[src/rtl/mdio_pkg.sv]
package mdio_pkg;
  localparam int ADDR_W    = 5;
  localparam int DATA_W    = 16;
  localparam int PRE_LEN   = 33;
  localparam int HDR_LEN   = 4 + 2 * ADDR_W;
  localparam int WTAIL_LEN = 2 + DATA_W;
  localparam int TA_LEN    = 2;
  localparam int FLUSH_LEN = 32;
  localparam int TX_W      = HDR_LEN + WTAIL_LEN;
  localparam int CNT_W     = 6;

  localparam logic [1:0] SOF_BITS = 2'b01;
  localparam logic [1:0] OP_READ  = 2'b10;
  localparam logic [1:0] OP_WRITE = 2'b01;
  localparam logic [1:0] TA_DRIVE = 2'b10;

  typedef enum logic [2:0] {
    ST_IDLE,
    ST_PRE,
    ST_HDR,
    ST_WTAIL,
    ST_RTA,
    ST_RDATA,
    ST_FLUSH
  } mdio_state_e;
endpackage

[src/rtl/mdio_rst_sync.sv]
module mdio_rst_sync #(
  parameter int STAGES = 2
) (
  input  logic clk,
  input  logic rst_n,
  output logic rst_sync_n
);
  logic [STAGES-1:0] chain_q;

  always_ff @(posedge clk or negedge rst_n) begin
    if (!rst_n) chain_q <= '0;
    else        chain_q <= {chain_q[STAGES-2:0], 1'b1};
  end

  assign rst_sync_n = chain_q[STAGES-1];
endmodule

[src/rtl/mdio_clkgen.sv]
module mdio_clkgen #(
  parameter int DIV_HALF = 2
) (
  input  logic clk,
  input  logic rst_n,
  input  logic run,
  output logic mdc,
  output logic rise_evt,
  output logic fall_evt
);
  localparam int CW = (DIV_HALF > 1) ? $clog2(DIV_HALF) : 1;
  localparam logic [CW-1:0] LAST = CW'(DIV_HALF - 1);

  logic [CW-1:0] cnt_q, cnt_d;
  logic          mdc_q, mdc_d;
  logic          wrap;

  assign wrap = run && (cnt_q == LAST);

  always_comb begin
    cnt_d = cnt_q;
    mdc_d = mdc_q;
    if (!run) begin
      cnt_d = '0;
      mdc_d = 1'b0;
    end else if (wrap) begin
      cnt_d = '0;
      mdc_d = ~mdc_q;
    end else begin
      cnt_d = cnt_q + 1'b1;
    end
  end

  always_ff @(posedge clk or negedge rst_n) begin
    if (!rst_n) begin
      cnt_q <= '0;
      mdc_q <= 1'b0;
    end else begin
      cnt_q <= cnt_d;
      mdc_q <= mdc_d;
    end
  end

  assign mdc      = mdc_q;
  assign rise_evt = wrap && !mdc_q;
  assign fall_evt = wrap &&  mdc_q;
endmodule

[src/rtl/mdio_seq.sv]
module mdio_seq
  import mdio_pkg::*;
(
  input  logic              clk,
  input  logic              rst_n,
  input  logic              rise_evt,
  input  logic              fall_evt,
  input  logic              cmd_valid,
  input  logic              cmd_read,
  input  logic [ADDR_W-1:0] cmd_phy,
  input  logic [ADDR_W-1:0] cmd_reg,
  input  logic [DATA_W-1:0] cmd_wdata,
  input  logic              mdio_i,
  output logic              busy,
  output logic              done,
  output logic [DATA_W-1:0] rdata,
  output logic              err,
  output logic              mdio_o,
  output logic              mdio_oe
);
  mdio_state_e       st_q, st_d;
  logic [CNT_W-1:0]  cnt_q, cnt_d;
  logic [TX_W-1:0]   tx_q, tx_d;
  logic [DATA_W-1:0] rx_q, rx_d;
  logic [DATA_W-1:0] rd_q, rd_d;
  logic              is_rd_q, is_rd_d;
  logic              ta_bad_q, ta_bad_d;
  logic              err_q, err_d;
  logic              done_q, done_d;
  logic              last;

  assign last = (cnt_q == '0);

  always_comb begin
    st_d     = st_q;
    cnt_d    = cnt_q;
    tx_d     = tx_q;
    rx_d     = rx_q;
    rd_d     = rd_q;
    is_rd_d  = is_rd_q;
    ta_bad_d = ta_bad_q;
    err_d    = err_q;
    done_d   = 1'b0;

    if (st_q == ST_IDLE) begin
      if (cmd_valid) begin
        st_d     = ST_PRE;
        cnt_d    = CNT_W'(PRE_LEN - 1);
        tx_d     = {SOF_BITS, (cmd_read ? OP_READ : OP_WRITE), cmd_phy, cmd_reg,
                    TA_DRIVE, cmd_wdata};
        is_rd_d  = cmd_read;
        ta_bad_d = 1'b0;
        err_d    = 1'b0;
      end
    end else begin
      if (rise_evt) begin
        if (st_q == ST_RTA && last) ta_bad_d = mdio_i;
        if (st_q == ST_RDATA)       rx_d     = {rx_q[DATA_W-2:0], mdio_i};
      end
      if (fall_evt) begin
        cnt_d = cnt_q - 1'b1;
        unique case (st_q)
          ST_PRE: if (last) begin
            st_d  = ST_HDR;
            cnt_d = CNT_W'(HDR_LEN - 1);
          end
          ST_HDR: begin
            tx_d = tx_q << 1;
            if (last) begin
              st_d  = is_rd_q ? ST_RTA : ST_WTAIL;
              cnt_d = is_rd_q ? CNT_W'(TA_LEN - 1) : CNT_W'(WTAIL_LEN - 1);
            end
          end
          ST_WTAIL: begin
            tx_d = tx_q << 1;
            if (last) begin
              st_d   = ST_IDLE;
              done_d = 1'b1;
            end
          end
          ST_RTA: if (last) begin
            st_d  = ta_bad_q ? ST_FLUSH : ST_RDATA;
            cnt_d = ta_bad_q ? CNT_W'(FLUSH_LEN - 1) : CNT_W'(DATA_W - 1);
          end
          ST_RDATA: if (last) begin
            st_d   = ST_IDLE;
            done_d = 1'b1;
            rd_d   = rx_q;
          end
          ST_FLUSH: if (last) begin
            st_d   = ST_IDLE;
            done_d = 1'b1;
            err_d  = 1'b1;
            rd_d   = '1;
          end
          default: st_d = ST_IDLE;
        endcase
      end
    end
  end

  always_ff @(posedge clk or negedge rst_n) begin
    if (!rst_n) begin
      st_q     <= ST_IDLE;
      cnt_q    <= '0;
      tx_q     <= '0;
      rx_q     <= '0;
      rd_q     <= '0;
      is_rd_q  <= 1'b0;
      ta_bad_q <= 1'b0;
      err_q    <= 1'b0;
      done_q   <= 1'b0;
    end else begin
      st_q     <= st_d;
      cnt_q    <= cnt_d;
      tx_q     <= tx_d;
      rx_q     <= rx_d;
      rd_q     <= rd_d;
      is_rd_q  <= is_rd_d;
      ta_bad_q <= ta_bad_d;
      err_q    <= err_d;
      done_q   <= done_d;
    end
  end

  always_comb begin
    mdio_oe = (st_q == ST_PRE) || (st_q == ST_HDR) || (st_q == ST_WTAIL);
    mdio_o  = (st_q == ST_PRE) ? 1'b1 : (mdio_oe ? tx_q[TX_W-1] : 1'b1);
  end

  assign busy  = (st_q != ST_IDLE);
  assign done  = done_q;
  assign rdata = rd_q;
  assign err   = err_q;
endmodule

[src/rtl/mdio_master.sv]
module mdio_master #(
  parameter int DIV_HALF = 2
) (
  input  logic        clk,
  input  logic        rst_n,
  input  logic        cmd_valid,
  input  logic        cmd_read,
  input  logic [4:0]  cmd_phy,
  input  logic [4:0]  cmd_reg,
  input  logic [15:0] cmd_wdata,
  output logic        busy,
  output logic        done,
  output logic [15:0] rdata,
  output logic        err,
  output logic        mdc,
  output logic        mdio_o,
  output logic        mdio_oe,
  input  logic        mdio_i
);
  logic rst_sync_n;
  logic rise_evt, fall_evt;
  logic busy_w;

  mdio_rst_sync #(.STAGES(2)) u_rst (
    .clk        (clk),
    .rst_n      (rst_n),
    .rst_sync_n (rst_sync_n)
  );

  mdio_clkgen #(.DIV_HALF(DIV_HALF)) u_clk (
    .clk      (clk),
    .rst_n    (rst_sync_n),
    .run      (busy_w),
    .mdc      (mdc),
    .rise_evt (rise_evt),
    .fall_evt (fall_evt)
  );

  mdio_seq u_seq (
    .clk       (clk),
    .rst_n     (rst_sync_n),
    .rise_evt  (rise_evt),
    .fall_evt  (fall_evt),
    .cmd_valid (cmd_valid),
    .cmd_read  (cmd_read),
    .cmd_phy   (cmd_phy),
    .cmd_reg   (cmd_reg),
    .cmd_wdata (cmd_wdata),
    .mdio_i    (mdio_i),
    .busy      (busy_w),
    .done      (done),
    .rdata     (rdata),
    .err       (err),
    .mdio_o    (mdio_o),
    .mdio_oe   (mdio_oe)
  );

  assign busy = busy_w;
endmodule

[config.mk]
export PLATFORM = sky130hd
export DESIGN_NAME = mdio_master
export DESIGN_NICKNAME = d
export VERILOG_FILES = /design/src/rtl/mdio_pkg.sv /design/src/rtl/mdio_rst_sync.sv /design/src/rtl/mdio_clkgen.sv /design/src/rtl/mdio_seq.sv /design/src/rtl/mdio_master.sv
export SDC_FILE = /design/constraint.sdc
export NUM_CORES = 1
export LEC_CHECK = 0
export BUFFER_PORTS_ARGS = -buffer_cell sky130_fd_sc_hd__buf_2
export CAP_MARGIN = 30
export CORE_MARGIN = 4
export CORE_UTILIZATION = 57
export DETAILED_ROUTE_END_ITERATION = 8
export PLACE_DENSITY_LB_ADDON = 0.3
export SLEW_MARGIN = 20
export SYNTH_ARGS = -nofsm -noshare
export SYNTH_HDL_FRONTEND = slang
export SYNTH_SLANG_ARGS = --single-unit
[constraint.sdc]
create_clock -name clk -period 3.1 [get_ports clk]
set_clock_uncertainty 0.05 [all_clocks]
set_input_delay 0.31 -clock clk [delete_from_list [all_inputs] [get_ports clk]]
set_output_delay 0.31 -clock clk [all_outputs]
set_load 0.03 [all_outputs]
==> out/results.tsv <==
metric	value	unit
outcome	completed	
Pre-Repair DR Iteration Count	5	
post-route cell area	0.00432	mm^2
delay-heaviest family, CP	simple AND/OR/NAND/NOR gates	
fill count	486	
first-pass GRT wire length	12800	um
post-synthesis xor/xnor area fraction	0.469	%
synthesized area	0.00374	mm^2
CTS clk-pin slew, worst paths	80	ps
Synth Area in Compound Gates	12.4	%
Final ANT Viol Nets	0	
max-slew violation count	0	
Hold Path Class	primary input to register	
# setup viols final	0	
simple-gate share of the synthesized area	17.9	%
clock buffer depth	2	
Post-synth EDFFs	0	
Synth async-reset ratio	100	%
PwrDens	710	mW/mm^2
Post-Synthesis Cells	372	
hold buffers post-CTS	1	
unrepaired setup endpoints after global routing	no	
Synth area leaders	dfrtp_1, mux2_2, nand2_1	
Slowest-stage cell, CP	dfrtp_1	
CP Cell Sequence	inv_1 -> nor4b_1 -> nand2_1 -> mux2_2	
main combinational cell family by area after synthesis	simple AND/OR/NAND/NOR gates	
site row count	29	
CTS Sinks	81	
total grt overflow	0	
synthesis warning total	0	
Final Wtd Congestion	0.860	
postcts setup bufs	0	
Final Hold Viols	0	
crit-path max FO	20	
CTS tree	built	
Worst Max-Slew Pin Slew	811	ps
Synth Flop Type	dfrtp_1	
Startpoint Class	register	
I/O Pins	53	
antenna violations before repair	0	
placed instance count	483	
vias in the first global route	2722	
Critical Path End Type	register	
clock latency on the worst-skew pair	340	ps
largest net degree at the start of global routing	80	
Worst EP required	3280	ps
H-Tree Depth	3	
number of max-cap violations	0	
overall routing resource usage	20.8	%
Power, Total	3.07	mW
fin nets	452	
worst vdd ir	0.000449	V
Starting DRT DRC Count	162	
sequential area share after synthesis	54.2	%
post-synth top area share	54.2	%
Die ar.	0.00792	mm^2
Port Buffers	52	
WL final	7540	um
share of cells above drive strength 1	26.7	%
Buf/Inv on CP	1	
die height	89.0	um
WL per Instance	15.0	um
HPWL after detailed placement	4840	um
final critical-path required period	2560	ps
setup_tns	0	ps
Syn Nets	405	
root buffer cell	clkbuf_8	
core area	0.00635	mm^2
post-synth top area cell	dfrtp_1	
Ant. Diodes	0	
CP arrival	2740	ps
fin crit share	82.4	%
CTS Buf Count	9	
chip width	89.0	um
Initial Util	58.9	%
post-synthesis mux area share	10.2	%
slew margin rel.	45.3	%
Leak Pwr	2.13	nW
Vias/cell	5.63	
Synth Area in Adders	0.937	%
final cell count without fillers	501	
Syn-to-layout area delta	15.6	%
Post-DP Area	0.00406	mm^2
Max stage delay on crit path	740	ps
Max Clock Freq	0.391	GHz
Syn Area/Cell	10.0	um^2
Vias	2823	
CP Class	register to register	
Yosys reg bits	81	
post_cts resized	0	
Distinct cells, synth	45	
final routed DRC violation total	0	
-- layout by cell type, fill, tap and decap left out, drive strengths merged, types with 2 or more instances in the layout --
cell and instances:
a211oi 2, a21oi 9, a31oi 31, buf 60, bufinv 2, clkbuf 12
dfrtp 81, ha 2, inv 10, mux2 33, nand2 63, nand2b 16
nand3 9, nand3b 2, nand4 3, nor2 39, nor2b 3, nor3 3
o21ai 12, o311ai 3, o31ai 2, or3b 2
-- per-stage QoR --
stage | setup WS [ps] | utilization, % | hold WS, ps
after CTS | 603 | 67.7 | 145
after detailed placement | 637 | 64.0 | 47.9
final | 545 | 68.0 | 154
after global placement | 787 | 64.0 | 44.8
after global routing | 407 | 68.0 | 155
after floorplan | 627 | - | -35.6
-- metal layers --
| metal | GRT usage (%) | vias to the layer above | wire length [um] |
|---|---|---|---|
| met3 | 4.79 | 11 | 355 |
| met2 | 32.9 | 66 | 3700 |
| met5 | 0 | - | 0 |
| met1 | 28.1 | 1359 | 3400 |
| li1 | - | 1387 | - |
| met4 | 7.98 | 0 | 81 |
-- cell type report --
type / count / area [um^2] / area share, %
Timing Repair Buffer: 61 / 355 / 8.22
Clock buffer: 12 / 155 / 3.59
Sequential cell: 81 / 2030 / 47.0
Clock inverter: 4 / 73.8 / 1.71
Tap cell: 77 / 96.3 / 2.23
Multi-Input combinational cell: 257 / 1580 / 36.5
Inverter: 9 / 33.8 / 0.782
-- state kept, by name, indices dropped and copies added, names as in the netlist --
signal,flops
u_seq.done,1
u_seq.err,1
u_seq.st_q,3
u_seq.rx_q,16
u_seq.rdata,16
u_clk.mdc,1
u_rst.chain_q,2
u_seq.cnt_q,6
u_seq.tx_q,32
u_seq.is_rd_q,1
u_seq.ta_bad_q,1
u_clk.cnt_q,1
-- path summary, 6_finish.rpt --
| kind | cells past startpoint | from | endpoint | slack (ps) |
|---|---|---|---|---|
| setup / recovery | 4 | u_seq.st_q[2]$_DFFE_PN0P_ | u_seq.rx_q[8]$_DFFE_PN0P_ | 540 |
| hold / removal | 3 | cmd_wdata[0] | u_seq.tx_q[0]$_DFFE_PN0P_ | 150 |
| setup reg to reg | 4 | u_seq.st_q[2]$_DFFE_PN0P_ | u_seq.rx_q[8]$_DFFE_PN0P_ | 540 |
| hold reg to reg | 0 | u_rst.chain_q[1]$_DFF_PN0_ | u_seq.rdata[10]$_DFFE_PN0P_ | 290 |
| max in group asynchronous | 1 | u_rst.chain_q[1]$_DFF_PN0_ | u_seq.tx_q[8]$_DFFE_PN0P_ | 2120 |
| min in group asynchronous | 2 | rst_n | u_rst.chain_q[1]$_DFF_PN0_ | 220 |
-- tightest hold or removal path, cell delays in order --
cell and delay (ps):
buf_2 70, nand3_1 50, o21ai_0 70
-- kinds of logic (layout without fill, tap and decap cells) --
family | after synthesis | count (layout)
flip-flops | 81 | 81
other | 1 | 1
AO/OA/AOI/OAI | 70 | 70
adder cells (fa/ha/maj) | 3 | 3
multiplexers | 34 | 34
AND/OR/NAND/NOR | 147 | 147
buffers and inverters | 34 | 86
XOR/XNOR | 2 | 2
-- synth_stat cells, drive strengths merged (2+ instances only) --
cell and instances:
nor2b 3, nand4 3, a31oi 31, dfrtp 81, o31ai 2, ha 2, a21oi 9, nand3b 2
nand3 9, nand2b 16, clkbuf 14, o311ai 3, inv 9, nand2 63, buf 11, o21ai 12
or3b 2, mux2 33, nor2 39, nor3 3, a211oi 2
-- report_power, final --
group,switching [mW],internal [mW]
combinational,0.389,0.305
sequential,0.207,1.29
clock,0.378,0.500
(Power assumes the default switching activity.)
